File: src/rtl/i2c_dac_pkg.sv
package i2c_dac_pkg;
  localparam int BYTE_W  = 8;
  localparam int CNT_W   = 4;
  localparam int SEQ_LEN = 3;
  localparam int IDX_W   = 2;

  typedef enum logic [2:0] {
    ST_IDLE,
    ST_ADDR,
    ST_ACK_ADDR,
    ST_WR,
    ST_ACK_WR,
    ST_RD,
    ST_RD_ACK
  } tgt_state_e;
endpackage

File: src/rtl/i2c_dac_line_mon.sv
module i2c_dac_line_mon (
  input  logic clk,
  input  logic rst,
  input  logic scl_i,
  input  logic sda_i,
  output logic scl_rise,
  output logic scl_fall,
  output logic bus_start,
  output logic bus_stop
);
  logic scl_q, sda_q;

  always_ff @(posedge clk) begin
    if (rst) begin
      scl_q <= 1'b1;
      sda_q <= 1'b1;
    end else begin
      scl_q <= scl_i;
      sda_q <= sda_i;
    end
  end

  always_comb begin
    scl_rise  = !scl_q && scl_i;
    scl_fall  = scl_q && !scl_i;
    bus_start = scl_q && scl_i && sda_q && !sda_i;
    bus_stop  = scl_q && scl_i && !sda_q && sda_i;
  end
endmodule

File: src/rtl/i2c_dac_engine.sv
module i2c_dac_engine
  import i2c_dac_pkg::*;
#(
  parameter logic [6:0] DEV_ADDR = 7'b1100001
) (
  input  logic              clk,
  input  logic              rst,
  input  logic              scl_i,
  input  logic              sda_i,
  input  logic              ready_i,
  input  logic              scl_rise,
  input  logic              scl_fall,
  input  logic              bus_start,
  input  logic              bus_stop,
  input  logic [BYTE_W-1:0] rd_byte_i,
  output logic [IDX_W-1:0]  rd_idx_o,
  output logic              sda_pull_o,
  output logic              active_o,
  output logic              commit_o,
  output logic [BYTE_W-1:0] wr_first_o,
  output logic [BYTE_W-1:0] wr_second_o
);
  localparam logic [CNT_W-1:0] FULL = CNT_W'(BYTE_W);
  localparam logic [IDX_W-1:0] LAST = IDX_W'(SEQ_LEN - 1);

  tgt_state_e        st;
  logic [BYTE_W-1:0] sr, tx, hold1;
  logic [CNT_W-1:0]  bitcnt;
  logic              rw_q, second_q, m_ack;
  logic [IDX_W-1:0]  idx;
  logic              addr_hit;

  assign addr_hit = (sr[BYTE_W-1:1] == DEV_ADDR) && (sr[BYTE_W-1:1] != 7'd0) && ready_i;
  assign rd_idx_o    = idx;
  assign wr_first_o  = hold1;
  assign wr_second_o = sr;
  assign active_o    = (st != ST_IDLE) && (st != ST_ADDR);

  always_ff @(posedge clk) begin
    if (rst) begin
      st         <= ST_IDLE;
      sr         <= '0;
      tx         <= '0;
      hold1      <= '0;
      bitcnt     <= '0;
      rw_q       <= 1'b0;
      second_q   <= 1'b0;
      m_ack      <= 1'b0;
      idx        <= '0;
      sda_pull_o <= 1'b0;
      commit_o   <= 1'b0;
    end else begin
      commit_o <= 1'b0;
      if (bus_start) begin
        st         <= ST_ADDR;
        bitcnt     <= '0;
        second_q   <= 1'b0;
        sda_pull_o <= 1'b0;
      end else if (bus_stop) begin
        st         <= ST_IDLE;
        sda_pull_o <= 1'b0;
      end else begin
        case (st)
          ST_ADDR: begin
            if (scl_rise) begin
              sr     <= {sr[BYTE_W-2:0], sda_i};
              bitcnt <= bitcnt + 1'b1;
            end else if (scl_fall && bitcnt == FULL) begin
              if (addr_hit) begin
                sda_pull_o <= 1'b1;
                rw_q       <= sr[0];
                idx        <= '0;
                st         <= ST_ACK_ADDR;
              end else begin
                st <= ST_IDLE;
              end
            end
          end
          ST_ACK_ADDR: begin
            if (scl_fall) begin
              bitcnt <= '0;
              if (rw_q) begin
                tx         <= rd_byte_i;
                sda_pull_o <= !rd_byte_i[BYTE_W-1];
                idx        <= (idx == LAST) ? '0 : idx + 1'b1;
                st         <= ST_RD;
              end else begin
                sda_pull_o <= 1'b0;
                second_q   <= 1'b0;
                st         <= ST_WR;
              end
            end
          end
          ST_WR: begin
            if (scl_rise) begin
              sr     <= {sr[BYTE_W-2:0], sda_i};
              bitcnt <= bitcnt + 1'b1;
            end else if (scl_fall && bitcnt == FULL) begin
              sda_pull_o <= 1'b1;
              st         <= ST_ACK_WR;
            end
          end
          ST_ACK_WR: begin
            if (scl_fall) begin
              sda_pull_o <= 1'b0;
              bitcnt     <= '0;
              st         <= ST_WR;
              if (!second_q) begin
                hold1    <= sr;
                second_q <= 1'b1;
              end else begin
                commit_o <= 1'b1;
                second_q <= 1'b0;
              end
            end
          end
          ST_RD: begin
            if (scl_rise) begin
              bitcnt <= bitcnt + 1'b1;
            end else if (scl_fall) begin
              if (bitcnt == FULL) begin
                sda_pull_o <= 1'b0;
                st         <= ST_RD_ACK;
              end else begin
                sda_pull_o <= !tx[BYTE_W-2];
                tx         <= {tx[BYTE_W-2:0], 1'b0};
              end
            end
          end
          ST_RD_ACK: begin
            if (scl_rise) begin
              m_ack <= !sda_i;
            end else if (scl_fall) begin
              if (m_ack) begin
                tx         <= rd_byte_i;
                sda_pull_o <= !rd_byte_i[BYTE_W-1];
                idx        <= (idx == LAST) ? '0 : idx + 1'b1;
                bitcnt     <= '0;
                st         <= ST_RD;
              end else begin
                st <= ST_IDLE;
              end
            end
          end
          default: sda_pull_o <= 1'b0;
        endcase
      end
    end
  end

  AST_PULL_ON_LOW_SCL: assert property (@(posedge clk) disable iff (rst)
    $rose(sda_pull_o) |-> !$past(scl_i));
  AST_IDLE_RELEASED: assert property (@(posedge clk) disable iff (rst)
    (st == ST_IDLE) |-> !sda_pull_o);
  AST_BITCNT_BOUND: assert property (@(posedge clk) disable iff (rst)
    bitcnt <= FULL);
endmodule

File: src/rtl/i2c_dac_regs.sv
module i2c_dac_regs
  import i2c_dac_pkg::*;
(
  input  logic              clk,
  input  logic              rst,
  input  logic              ready_i,
  input  logic              commit_i,
  input  logic [BYTE_W-1:0] first_i,
  input  logic [BYTE_W-1:0] second_i,
  input  logic [IDX_W-1:0]  rd_idx_i,
  output logic [BYTE_W-1:0] rd_byte_o,
  output logic [BYTE_W-1:0] dac_code_o,
  output logic [1:0]        pd_o
);
  logic [1:0] cmd_q;
  logic [3:0] nib_q;
  logic       wrote_q;

  always_ff @(posedge clk) begin
    if (rst) begin
      cmd_q      <= '0;
      nib_q      <= '0;
      wrote_q    <= 1'b0;
      dac_code_o <= '0;
      pd_o       <= '0;
    end else if (commit_i) begin
      cmd_q      <= first_i[7:6];
      pd_o       <= first_i[5:4];
      nib_q      <= first_i[3:0];
      dac_code_o <= second_i;
      wrote_q    <= 1'b1;
    end
  end

  always_comb begin
    case (rd_idx_i)
      2'd0:    rd_byte_o = {ready_i, wrote_q, 1'b0, cmd_q, pd_o, 1'b0};
      2'd1:    rd_byte_o = dac_code_o;
      default: rd_byte_o = {4'b0000, nib_q};
    endcase
  end

  AST_CODE_HOLD: assert property (@(posedge clk) disable iff (rst)
    !$past(commit_i) |-> ($stable(dac_code_o) && $stable(pd_o)));
endmodule

File: src/rtl/i2c_dac_stretch.sv
module i2c_dac_stretch (
  input  logic clk,
  input  logic rst,
  input  logic scl_i,
  input  logic active_i,
  input  logic ready_i,
  output logic scl_pull_o
);
  always_ff @(posedge clk) begin
    if (rst) scl_pull_o <= 1'b0;
    else     scl_pull_o <= active_i && !ready_i && (scl_pull_o || !scl_i);
  end

  AST_STRETCH_BUSY: assert property (@(posedge clk) disable iff (rst)
    scl_pull_o |-> $past(!ready_i));
  AST_STRETCH_FROM_LOW: assert property (@(posedge clk) disable iff (rst)
    $rose(scl_pull_o) |-> !$past(scl_i));
endmodule

File: src/rtl/dac_i2c_target.sv
module dac_i2c_target
  import i2c_dac_pkg::*;
#(
  parameter logic [6:0] DEV_ADDR = 7'b1100001
) (
  input  logic        clk,
  input  logic        rst,
  input  logic        scl_i,
  input  logic        sda_i,
  input  logic        ready_i,
  output logic        sda_pull_o,
  output logic        scl_pull_o,
  output logic [7:0]  dac_code_o,
  output logic [1:0]  pd_o
);
  logic scl_rise, scl_fall, bus_start, bus_stop;
  logic active, commit;
  logic [BYTE_W-1:0] rd_byte, wr_first, wr_second;
  logic [IDX_W-1:0]  rd_idx;

  i2c_dac_line_mon u_mon (
    .clk(clk), .rst(rst), .scl_i(scl_i), .sda_i(sda_i),
    .scl_rise(scl_rise), .scl_fall(scl_fall),
    .bus_start(bus_start), .bus_stop(bus_stop)
  );

  i2c_dac_engine #(.DEV_ADDR(DEV_ADDR)) u_eng (
    .clk(clk), .rst(rst), .scl_i(scl_i), .sda_i(sda_i), .ready_i(ready_i),
    .scl_rise(scl_rise), .scl_fall(scl_fall),
    .bus_start(bus_start), .bus_stop(bus_stop),
    .rd_byte_i(rd_byte), .rd_idx_o(rd_idx), .sda_pull_o(sda_pull_o),
    .active_o(active), .commit_o(commit),
    .wr_first_o(wr_first), .wr_second_o(wr_second)
  );

  i2c_dac_regs u_regs (
    .clk(clk), .rst(rst), .ready_i(ready_i), .commit_i(commit),
    .first_i(wr_first), .second_i(wr_second), .rd_idx_i(rd_idx),
    .rd_byte_o(rd_byte), .dac_code_o(dac_code_o), .pd_o(pd_o)
  );

  i2c_dac_stretch u_str (
    .clk(clk), .rst(rst), .scl_i(scl_i), .active_i(active),
    .ready_i(ready_i), .scl_pull_o(scl_pull_o)
  );
endmodule

File: config.mk
export PLATFORM = sky130hd
export DESIGN_NAME = dac_i2c_target
export DESIGN_NICKNAME = d
export VERILOG_FILES = /design/src/rtl/i2c_dac_pkg.sv /design/src/rtl/i2c_dac_line_mon.sv /design/src/rtl/i2c_dac_engine.sv /design/src/rtl/i2c_dac_regs.sv /design/src/rtl/i2c_dac_stretch.sv /design/src/rtl/dac_i2c_target.sv
export SDC_FILE = /design/constraint.sdc
export NUM_CORES = 1
export LEC_CHECK = 0
export BUFFER_PORTS_ARGS = -buffer_cell sky130_fd_sc_hd__buf_2
export CORE_ASPECT_RATIO = 1.4
export CORE_MARGIN = 5
export CORE_UTILIZATION = 54
export CTS_CLUSTER_SIZE = 12
export DETAILED_ROUTE_END_ITERATION = 12
export PLACE_DENSITY_LB_ADDON = 0.15
export RECOVER_POWER = 100
export SETUP_SLACK_MARGIN = 0.4
export SYNTH_ARGS = -nofsm -noshare
export SYNTH_HDL_FRONTEND = slang
export SYNTH_SLANG_ARGS = --single-unit
File: constraint.sdc
create_clock -name clk -period 1.7 [get_ports clk]
set_input_delay 0.34 -clock clk [delete_from_list [all_inputs] [get_ports clk]]
set_output_delay 0.34 -clock clk [all_outputs]
set_load 0.005 [all_outputs]
==> results of run 1 <==
-- metal layers --
metal	part of all wire (%)	track usage [%]	wire (um)
met1	40	25.76	3111
met2	51	40.22	3972
met3	4.9	5.675	382
met4	4.8	11.66	380
met5	0	0	0
-- final cells by class --
type	instances	area share, %
clock buffers	14	4.708
clock inverters	2	0.9553
inverters	8	0.8188
multi-input cells	219	46.67
flip-flops and latches	57	31.56
well taps	64	2.184
repair buffers	68	13.10
-- worst paths after layout --
kind,from,to,slack (ns),depth (start not counted)
worst max-delay path,u_eng.bitcnt[0],u_eng.rd_idx_o[1],-0.04,7
worst min-delay path,ready_i,u_str.scl_pull_o,0.21,2
worst max register to register,u_eng.bitcnt[0],u_eng.rd_idx_o[1],-0.04,7
worst min register to register,u_str.scl_pull_o,u_str.scl_pull_o,0.47,2
-- Yosys cell counts, types with 2 or more instances --
| master | n |
|---|---|
| a211oi_1 | 2 |
| ha_1 | 2 |
| a311oi_1 | 4 |
| o31ai_1 | 2 |
| nor2_1 | 31 |
| buf_2 | 6 |
| a21oi_1 | 24 |
| nand4b_1 | 2 |
| nand4_1 | 2 |
| dfxtp_1 | 57 |
| inv_1 | 8 |
| nand2_1 | 29 |
| nand3b_1 | 4 |
| nor2b_1 | 4 |
| nand2b_1 | 3 |
| buf_4 | 3 |
| nand3_1 | 15 |
| and3b_1 | 4 |
| or2_2 | 3 |
| a22oi_1 | 3 |
| o21ai_0 | 7 |
| o41ai_1 | 2 |
| mux2i_1 | 38 |
| a2111oi_0 | 4 |
| clkbuf_1 | 11 |
| mux2_2 | 2 |
| xor2_1 | 2 |
| nor4b_1 | 2 |
| nor3_1 | 7 |
-- metrics by stage --
| stage | worst slack, ns | cells |
|---|---|---|
| floorplan | 0.09380 | 306 |
| global placement | 0.05791 | 387 |
| detailed placement | 0.02889 | 387 |
| CTS | 0.02925 | 410 |
| global route | -0.1489 | 432 |
| finish | -0.03958 | 432 |
-- sequential cells by signal, summed over array words and instances (netlist names), 2 cells and up --
register,flops
u_eng.wr_first_o,8
u_eng.wr_second_o,8
u_regs.dac_code_o,8
u_eng.tx,7
u_eng.bitcnt,4
u_regs.nib_q,4
u_eng.st,3
u_eng.rd_idx_o,2
u_regs.cmd_q,2
u_regs.pd_o,2
-- where the power goes --
group	switching (W)	internal (W)	total, W
clock network	0.000539	0.000796	0.00133
registers	0.00000641	0.00133	0.00134
logic	0.0000841	0.0000574	0.000142
-- cell families (layout without fill, tap and decap cells) --
family                     Yosys count  count (layout)
xor gates and xnor gates             2               2
DFF                                 57              57
buffers and inverters               31              92
and+or+nand+nor                    115             115
adders and majority gates            2               2
muxes                               40              40
AOI/OAI and AO/OA                   59              60
-- repair_timing --
item,in CTS,in global routing
buffers inserted,6,22
hold buffers,0,0
pin swaps,10,23
setup endpoints to repair,36,37
hold endpoints to repair,0,0
gates cloned,1,0
resized for setup,41,34
-- critical path: stages, from the launching register on --
cell,delay (ns)
dfxtp_2,0.32
inv_2,0.07
ha_4,0.13
and3b_2,0.18
buf_4,0.13
nand4_1,0.17
a211oi_2,0.38
mux2i_1,0.26
==> metrics.txt, run 1 <==
largest family of logic cells by synthesized area=simple AND/OR/NAND/NOR gates; clk slew on worst S/H paths=roughly 0.07 ns; setup TNS=-0.03958 ns; Routed WL=around 8000 um; Nets=370; warning count from the yosys run=0; ys flop type=dfxtp_1; Static Leak=between 1 and 1.5 nW; Worst Tran Pin Value=0.7397 ns; most frequent cells in the layout=50 x dfxtp_1, 39 x buf_4, 37 x mux2i_1; core area=between 4000 and 5000 um^2; clk root buf=clkbuf_8; synthesized area per cell=between 8 and 9 um^2; Arr. time, crit path=1.99 ns; post-synthesis compound-gate area fraction=between 10% and 20%; Fmax=~0.57 GHz; crit-path max FO=4; Max Buffers Root-to-Sink=2; Synth Cell Area=2725 um^2; CTS tree=yes; Fin. Hold Viols=0; cts bufs inserted=9; largest net degree at the start of global routing=22; Post-Synth Simple-Gate Area=between 20% and 30%; grt total ovfl=0; Die Y-Extent=~94 um; Mapped Cells=around 300; DR pass1 iterations=5; ys async rst share=0%; Seq/Total Area, Yosys=a little over two fifths; gp weighted congestion=~0.97; routed length per instance=18.16 um; antenna violations before repair=0; mux cell area share after synthesis=approximately 15%; Startpoint Class=flop; DP Wirelength=around 4700 um; layout cells sized above 1=around 38%; fin crit period=~1.7 ns; Power Dens Cells=between 700 and 800 nW/um^2; num rows=30; Clk Latency, worst-skew pair=roughly 0.34 ns; global-route wire length before repair=approximately 12000 um; Max Cap Viol=0; drc violations=0; Total GRT Usage=a little under a quarter; full die area=~6600 um^2; H-tree Lvls=3; vias in the first global route=approximately 2.4k; largest cells by area after synthesis=dfxtp_1 42%, mux2i_1 14%, a21oi_1 4.4%; Layout Area Growth over Synthesis=34.57%; outcome=finished, violations left; unrepaired setup endpoints after global routing=true; Final ANT Viol Nets=0; dpl cell area=approximately 3000 um^2; vias=roughly 2.6k; Final Core Density=75.15%; Die W=~70 um; Starting Density=55.85%; Synth top area share=a little over two fifths; Slew Viols, Final=0; Worst VDD drop=0.6595 mV; total power=approximately 0.0028 W; worst hold margin=roughly 0.21 ns; kind of critical path=flop to flop; violated checks=negative setup slack; XOR/XNOR Fraction of Synth Area=less than 1%; vias per cell=5.949; Sequential Area=about 1200 um^2; Synthesized Nets=313; fill count=344; Hold WC Path Type=primary input to flop; Adder-Cell Fraction of Synth Area=0.9183%; ANT cells=0; setup violators final=1; dominant cell type by area after synthesis=dfxtp_1; post-synthesis cell type count=52; # IOs=17; Final WS setup=-0.03958 ns; Slew headroom=between 50% and 60%; Design Area, Final=3667 um^2; Data required, critical path=around 2 ns; area of the multi-input gates=1712 um^2; share of the clock period used by the worst path=102.3%; Crit. End Element=flop; DRT iter0 DRCs=246; clk_skew=around 0.010 ns; # port buffers=16; leading cell type in the layout, fill and taps excluded=dfxtp_1; Yosys reg bits=between 50 and 60; # clock sinks=57; number of synthesized flops with an enable pin=0
Power figures use the tool's default switching activity.
==> run 2, diff against run 1 <==
--- a/config.mk
+++ b/config.mk
@@ -11,6 +11,7 @@
 export CORE_UTILIZATION = 54
 export CTS_CLUSTER_SIZE = 12
 export DETAILED_ROUTE_END_ITERATION = 12
+export GPL_TIMING_DRIVEN = 0
 export PLACE_DENSITY_LB_ADDON = 0.15
 export RECOVER_POWER = 100
 export SETUP_SLACK_MARGIN = 0.4
==> metrics.txt, run 2 (synthesized netlist as in run 1, its figures left out) <==
Power Dens Cells=about 800 nW/um^2; hold path depth=2; CTS tree=yes; Fmax=0.5714 GHz; Layout Area Growth over Synthesis=33.43%; Min-Delay Startpoint=ready_i; cts bufs inserted=9; Die W=approximately 70 um; ANT cells=0; Fin. Hold Viols=0; leading cell type in the layout, fill and taps excluded=dfxtp_1; fin crit period=between 1.5 and 2 ns; Total GRT Usage=23.21%; Die Y-Extent=around 94 um; reg-to-reg endpoint=u_eng.sda_pull_o; num rows=30; clk slew on worst S/H paths=roughly 0.060 ns; Crit. End Element=flop; Arr. time, crit path=about 2 ns; CP max-delay cell=nor4b_2; gp weighted congestion=0.9170; CP cell instances=nor4b_2, nand4_1, buf_4, a2bb2oi_1, mux2i_1; Pint=0.002238 W; violated checks=negative setup slack; Max stage delay on crit path=approximately 0.43 ns; global-route wire length before repair=between 10000 and 15000 um; placed cells=between 300 and 400; Logic pwr share=roughly 4.6%; setup violators final=4; antenna violations before repair=0; vias=approximately 2.5k; Worst Tran Pin Value=around 0.56 ns; CTS Hold Bufs=0; kind of critical path=flop to flop; H-tree Lvls=3; number of cells on the worst reg-to-reg path=5; DR pass1 iterations=4; # IOs=17; Final ANT Viol Nets=0; Nets=roughly 370; Worst Path Buf+Inv=1; DP Wirelength=4745 um; crit-path max FO=5; full die area=around 6600 um^2; Min-Delay Endpoint=u_str.scl_pull_o; Sequential Power Share=a little under half; vias per cell=5.869; outcome=finished, violations left; unrepaired setup endpoints after global routing=true; clk root buf=clkbuf_8; Starting Density=between 50% and 60%; worst hold margin=between 0.2 and 0.25 ns; most frequent cells in the layout=50 x dfxtp_1, 36 x mux2i_1, 30 x nor2_1; reg2reg setup slack=-0.05 ns; Worst R2R Start=u_eng.wr_second_o[2]; largest net degree at the start of global routing=11; Final WS setup=-0.04998 ns; clk_skew=0.005630 ns; Startpoint Class=flop; drc violations=0; fill count=between 300 and 400; Layout Cells excl Fill=roughly 430; Worst path top cell family by delay=simple AND/OR/NAND/NOR gates; area of the multi-input gates=approximately 1700 um^2; share of the clock period used by the worst path=102.9%; Data required, critical path=between 1.5 and 2 ns; Max Buffers Root-to-Sink=2; # port buffers=16; grt total ovfl=0; Static Leak=roughly 1.4 nW; clock share of power=48.6%; Slew headroom=between 60% and 70%; Slew Viols, Final=0; Max Cap Viol=0; Sw Ratio=between 20 and 25%; Psw=around 0.00063 W; Sequential Area=1155 um^2; layout cells sized above 1=between 30 and 40%; core area=4880 um^2; routed length per instance=18.10 um; Routed WL=a little under 8000 um; # clock sinks=57; vias in the first global route=between 2k and 2.5k; DRT iter0 DRCs=232; Clk Latency, worst-skew pair=approximately 0.34 ns; Worst VDD drop=between 0.7 and 0.8 mV; Hold WC Path Type=primary input to flop
[run 2: cell types whose count changed in the layout (fill, tap and decap cells not counted), moves of 4 or more]
cell      change
a21oi_1       +8
a21oi_2       -7
nand2_1       +4
buf_4        -16
nand2_2       -4
buf_6         +4
clkbuf_1      +4
[run 2: cell type report]
class | instances | area share, %
multi-input cells | 218 | 45.70
flip-flops and latches | 57 | 31.76
repair buffers | 44 | 8.362
plain buffers | 23 | 5.162
clock buffers | 10 | 3.785
clock inverters | 5 | 2.202
well taps | 64 | 2.202
inverters | 8 | 0.8259
[run 2: how the worst max path moves through the flow]
stage,from,to,slack [ns],cells after the start
global route,u_eng.wr_second_o[2],u_eng.rd_idx_o[0],-0.19,4
global placement,u_eng.bitcnt[0],u_eng.sda_pull_o,-0.03,6
finish,u_eng.wr_second_o[2],u_eng.sda_pull_o,-0.05,5
floorplan,u_eng.bitcnt[0],u_eng.sda_pull_o,0.09,6
CTS,u_eng.bitcnt[0],u_eng.sda_pull_o,-0.03,6
detailed placement,u_eng.bitcnt[0],u_eng.sda_pull_o,-0.06,6
[run 2: metal layers]
| metal | GRT usage, % | vias to the layer above | part of all wire, % |
|---|---|---|---|
| met5 | 0 | - | 0 |
| met1 | 26.49 | 1222 | 40 |
| met3 | 5.996 | 26 | 3.4 |
| li1 | - | 1205 | - |
| met4 | 12.30 | 0 | 3.2 |
| met2 | 39.51 | 65 | 53 |
[run 2: metrics by stage]
stage | power, W | setup TNS (ns) | setup WS [ns] | instance area [um^2] | utilization (%)
floorplan | 0.001448 | 0 | 0.09380 | 2795 | -
global placement | 0.001482 | -0.02833 | -0.02833 | 2955 | 60.56
detailed placement | 0.001483 | -0.06338 | -0.06338 | 2955 | 60.56
CTS | 0.002877 | -0.02678 | -0.02678 | 3470 | 71.10
global route | 0.002961 | -0.6529 | -0.1906 | 3636 | 74.51
finish | 0.002869 | -0.1273 | -0.04998 | 3636 | 74.51
[run 2: power by group through the flow]
| stage | sequential (W) | clock (W) | combinational, W |
|---|---|---|---|
| floorplan | 0.00137 | 0 | 0.0000737 |
| global placement | 0.00138 | 0 | 0.000107 |
| detailed placement | 0.00138 | 0 | 0.000108 |
| CTS | 0.00134 | 0.00141 | 0.000121 |
| global route | 0.00134 | 0.00148 | 0.000141 |
| finish | 0.00134 | 0.00139 | 0.000132 |
[run 2: worst reg2reg max path, delay by kind of cell (launching register included)]
| kind | cells | cell delay [ns] |
|---|---|---|
| buffers and inverters | 1 | 0.21 |
| muxes | 1 | 0.22 |
| and+or+nand+nor | 2 | 0.71 |
| AOI/OAI and AO/OA | 1 | 0.15 |
| DFF | 1 | 0.38 |
[run 2: timing repair]
item	in CTS	in global routing
gates resized for setup	51	40
gates cloned	1	0
pin swaps	10	23
endpoints found under the setup margin	46	41
setup buffers	14	13
==> run 3, diff against run 2 <==
--- a/config.mk
+++ b/config.mk
@@ -6,6 +6,7 @@
 export NUM_CORES = 1
 export LEC_CHECK = 0
 export BUFFER_PORTS_ARGS = -buffer_cell sky130_fd_sc_hd__buf_2
+export CAP_MARGIN = 25
 export CORE_ASPECT_RATIO = 1.4
 export CORE_MARGIN = 5
 export CORE_UTILIZATION = 54
@@ -15,6 +16,7 @@
 export PLACE_DENSITY_LB_ADDON = 0.15
 export RECOVER_POWER = 100
 export SETUP_SLACK_MARGIN = 0.4
+export SKIP_LAST_GASP = 1
 export SYNTH_ARGS = -nofsm -noshare
 export SYNTH_HDL_FRONTEND = slang
 export SYNTH_SLANG_ARGS = --single-unit
==> metrics.txt, run 3 (synthesized netlist as in run 1, its figures left out) <==
# clock sinks=between 50 and 60; largest net degree at the start of global routing=11; Sw Ratio=22.00%; reg2reg setup slack=-0.13 ns; drc violations=0; Logic pwr share=4.8%; fill count=368; outcome=finished, violations left; Worst VDD drop=slightly below 0.6 mV; layout cells sized above 1=about a third; Routed WL=7757 um; DR pass1 iterations=4; CTS tree=yes; Sequential Power Share=between 40% and 50%; core area=a little under 5000 um^2; hold path depth=2; Final WS setup=-0.1251 ns; clk_skew=~0.0056 ns; antenna violations before repair=0; cts bufs inserted=9; clock share of power=48.5%; dpl cell area=2955 um^2; DP Wirelength=4745 um; number of cells on the worst reg-to-reg path=5; clk slew on worst S/H paths=about 0.070 ns; grt total ovfl=0; global-route wire length before repair=roughly 12000 um; Starting Density=roughly 56%; setup violators final=6; Final ANT Viol Nets=0; Die Y-Extent=between 90 and 100 um; Total GRT Usage=between 20 and 25%; most frequent cells in the layout=50 x dfxtp_1, 36 x mux2i_1, 30 x nor2_1; ANT cells=0; Fin. Hold Viols=0; Clk Latency, worst-skew pair=0.34 ns; Worst Tran Pin Value=~0.56 ns; clk root buf=clkbuf_8; Critical path origin=u_eng.wr_second_o[2]; Max Buffers Root-to-Sink=2; Die W=approximately 70 um; Max Cap Viol=0; Data required, critical path=1.97 ns; Pint=0.002241 W; reg-to-reg endpoint=u_eng.sda_pull_o; # port buffers=16; Worst R2R Start=u_eng.wr_second_o[2]; vias=roughly 2.5k; Power Dens Cells=approximately 800 nW/um^2; crit-path max FO=5; share of the clock period used by the worst path=107.4%; Arr. time, crit path=between 2 and 2.5 ns; Design Area, Final=between 3000 and 4000 um^2; kind of critical path=flop to flop; Startpoint Class=flop; full die area=~6600 um^2; Fmax=between 0.5 and 0.6 GHz; Layout Area Growth over Synthesis=32.64%; # IOs=17; Static Leak=1.340 nW; H-tree Lvls=3; routed length per instance=between 15 and 20 um; Nets=about 370; fin crit period=1.825 ns; Psw=between 0.0006 and 0.0007 W; Critical Path Sink=u_eng.sda_pull_o; DRT iter0 DRCs=around 250; gp weighted congestion=between 0.9 and 1; vias in the first global route=~2.4k; DP Worst Slack=-0.06338 ns; Crit. End Element=flop; Slew headroom=between 60% and 70%; violated checks=negative setup slack; unrepaired setup endpoints after global routing=true; total power=around 0.0029 W; Slew Viols, Final=0; vias per cell=between 5 and 6; Hold WC Path Type=primary input to flop; leading cell type in the layout, fill and taps excluded=dfxtp_1; num rows=30
## run 3: cell types whose count changed in the layout (fill, tap and decap cells not counted), sizes merged
cell | previous run | this run
clkbuf | 34 | 35
buf | 43 | 40
## run 3: worst min-delay path by stage
| stage | to | from | slack (ns) |
|---|---|---|---|
| after floorplan | u_str.scl_pull_o | ready_i | 0.42 |
| after global placement | u_regs.wrote_q | u_regs.wrote_q | 0.44 |
| after detailed placement | u_regs.wrote_q | u_regs.wrote_q | 0.46 |
| after CTS | u_str.scl_pull_o | ready_i | 0.22 |
| after global routing | u_str.scl_pull_o | ready_i | 0.22 |
| final | u_str.scl_pull_o | ready_i | 0.23 |
## run 3: per-layer routing
metal | up-vias | GRT usage, % | wire (um)
met5 | - | 0 | 0
met4 | 0 | 12.30 | 284
met3 | 30 | 5.460 | 353
met2 | 89 | 39.20 | 4020
met1 | 1223 | 26.23 | 3099
li1 | 1200 | - | -
## run 3: cell type report
cell class	count	area, um^2	area share, %
plain buffers	23	185.2	5.123
clock buffers	10	137.6	3.808
clock inverters	5	80.08	2.215
inverters	8	30.03	0.8307
multi-input cells	218	1654	45.76
flip-flops and latches	57	1155	31.95
well taps	64	80.08	2.215
repair buffers	42	292.8	8.100
## run 3: worst max-delay path, stage by stage, from the launching register on
cell and delay (ns):
dfxtp_1 0.38, nor4b_2 0.44, nand4_1 0.29, buf_4 0.22, a2bb2oi_1 0.20, mux2i_1 0.22
## run 3: repair_timing
item,4_1_cts,5_1_grt
gates resized for setup,46,42
setup endpoints to repair,46,41
buffers inserted,14,11
hold buffers,0,0
cloned,1,0
pin swaps,9,22
## run 3: power groups by stage
stage | sequential [W] | clock, W | combinational, W
CTS | 0.00134 | 0.00141 | 0.000119
detailed placement | 0.00138 | 0 | 0.000108
finish | 0.00134 | 0.00139 | 0.000137
floorplan | 0.00137 | 0 | 0.0000737
global route | 0.00134 | 0.00148 | 0.000145
global placement | 0.00138 | 0 | 0.000107
## run 3: through the flow
stage	setup TNS (ns)	instances	hold slack (ns)	utilization, %
final	-0.3271	427	0.2262	74.08
after global routing	-0.8875	427	0.2184	74.08
after CTS	-0.02678	416	0.2199	70.74
after detailed placement	-0.06338	386	0.4619	60.56
after global placement	-0.02833	386	0.4448	60.56
after floorplan	0	306	0.4231	-
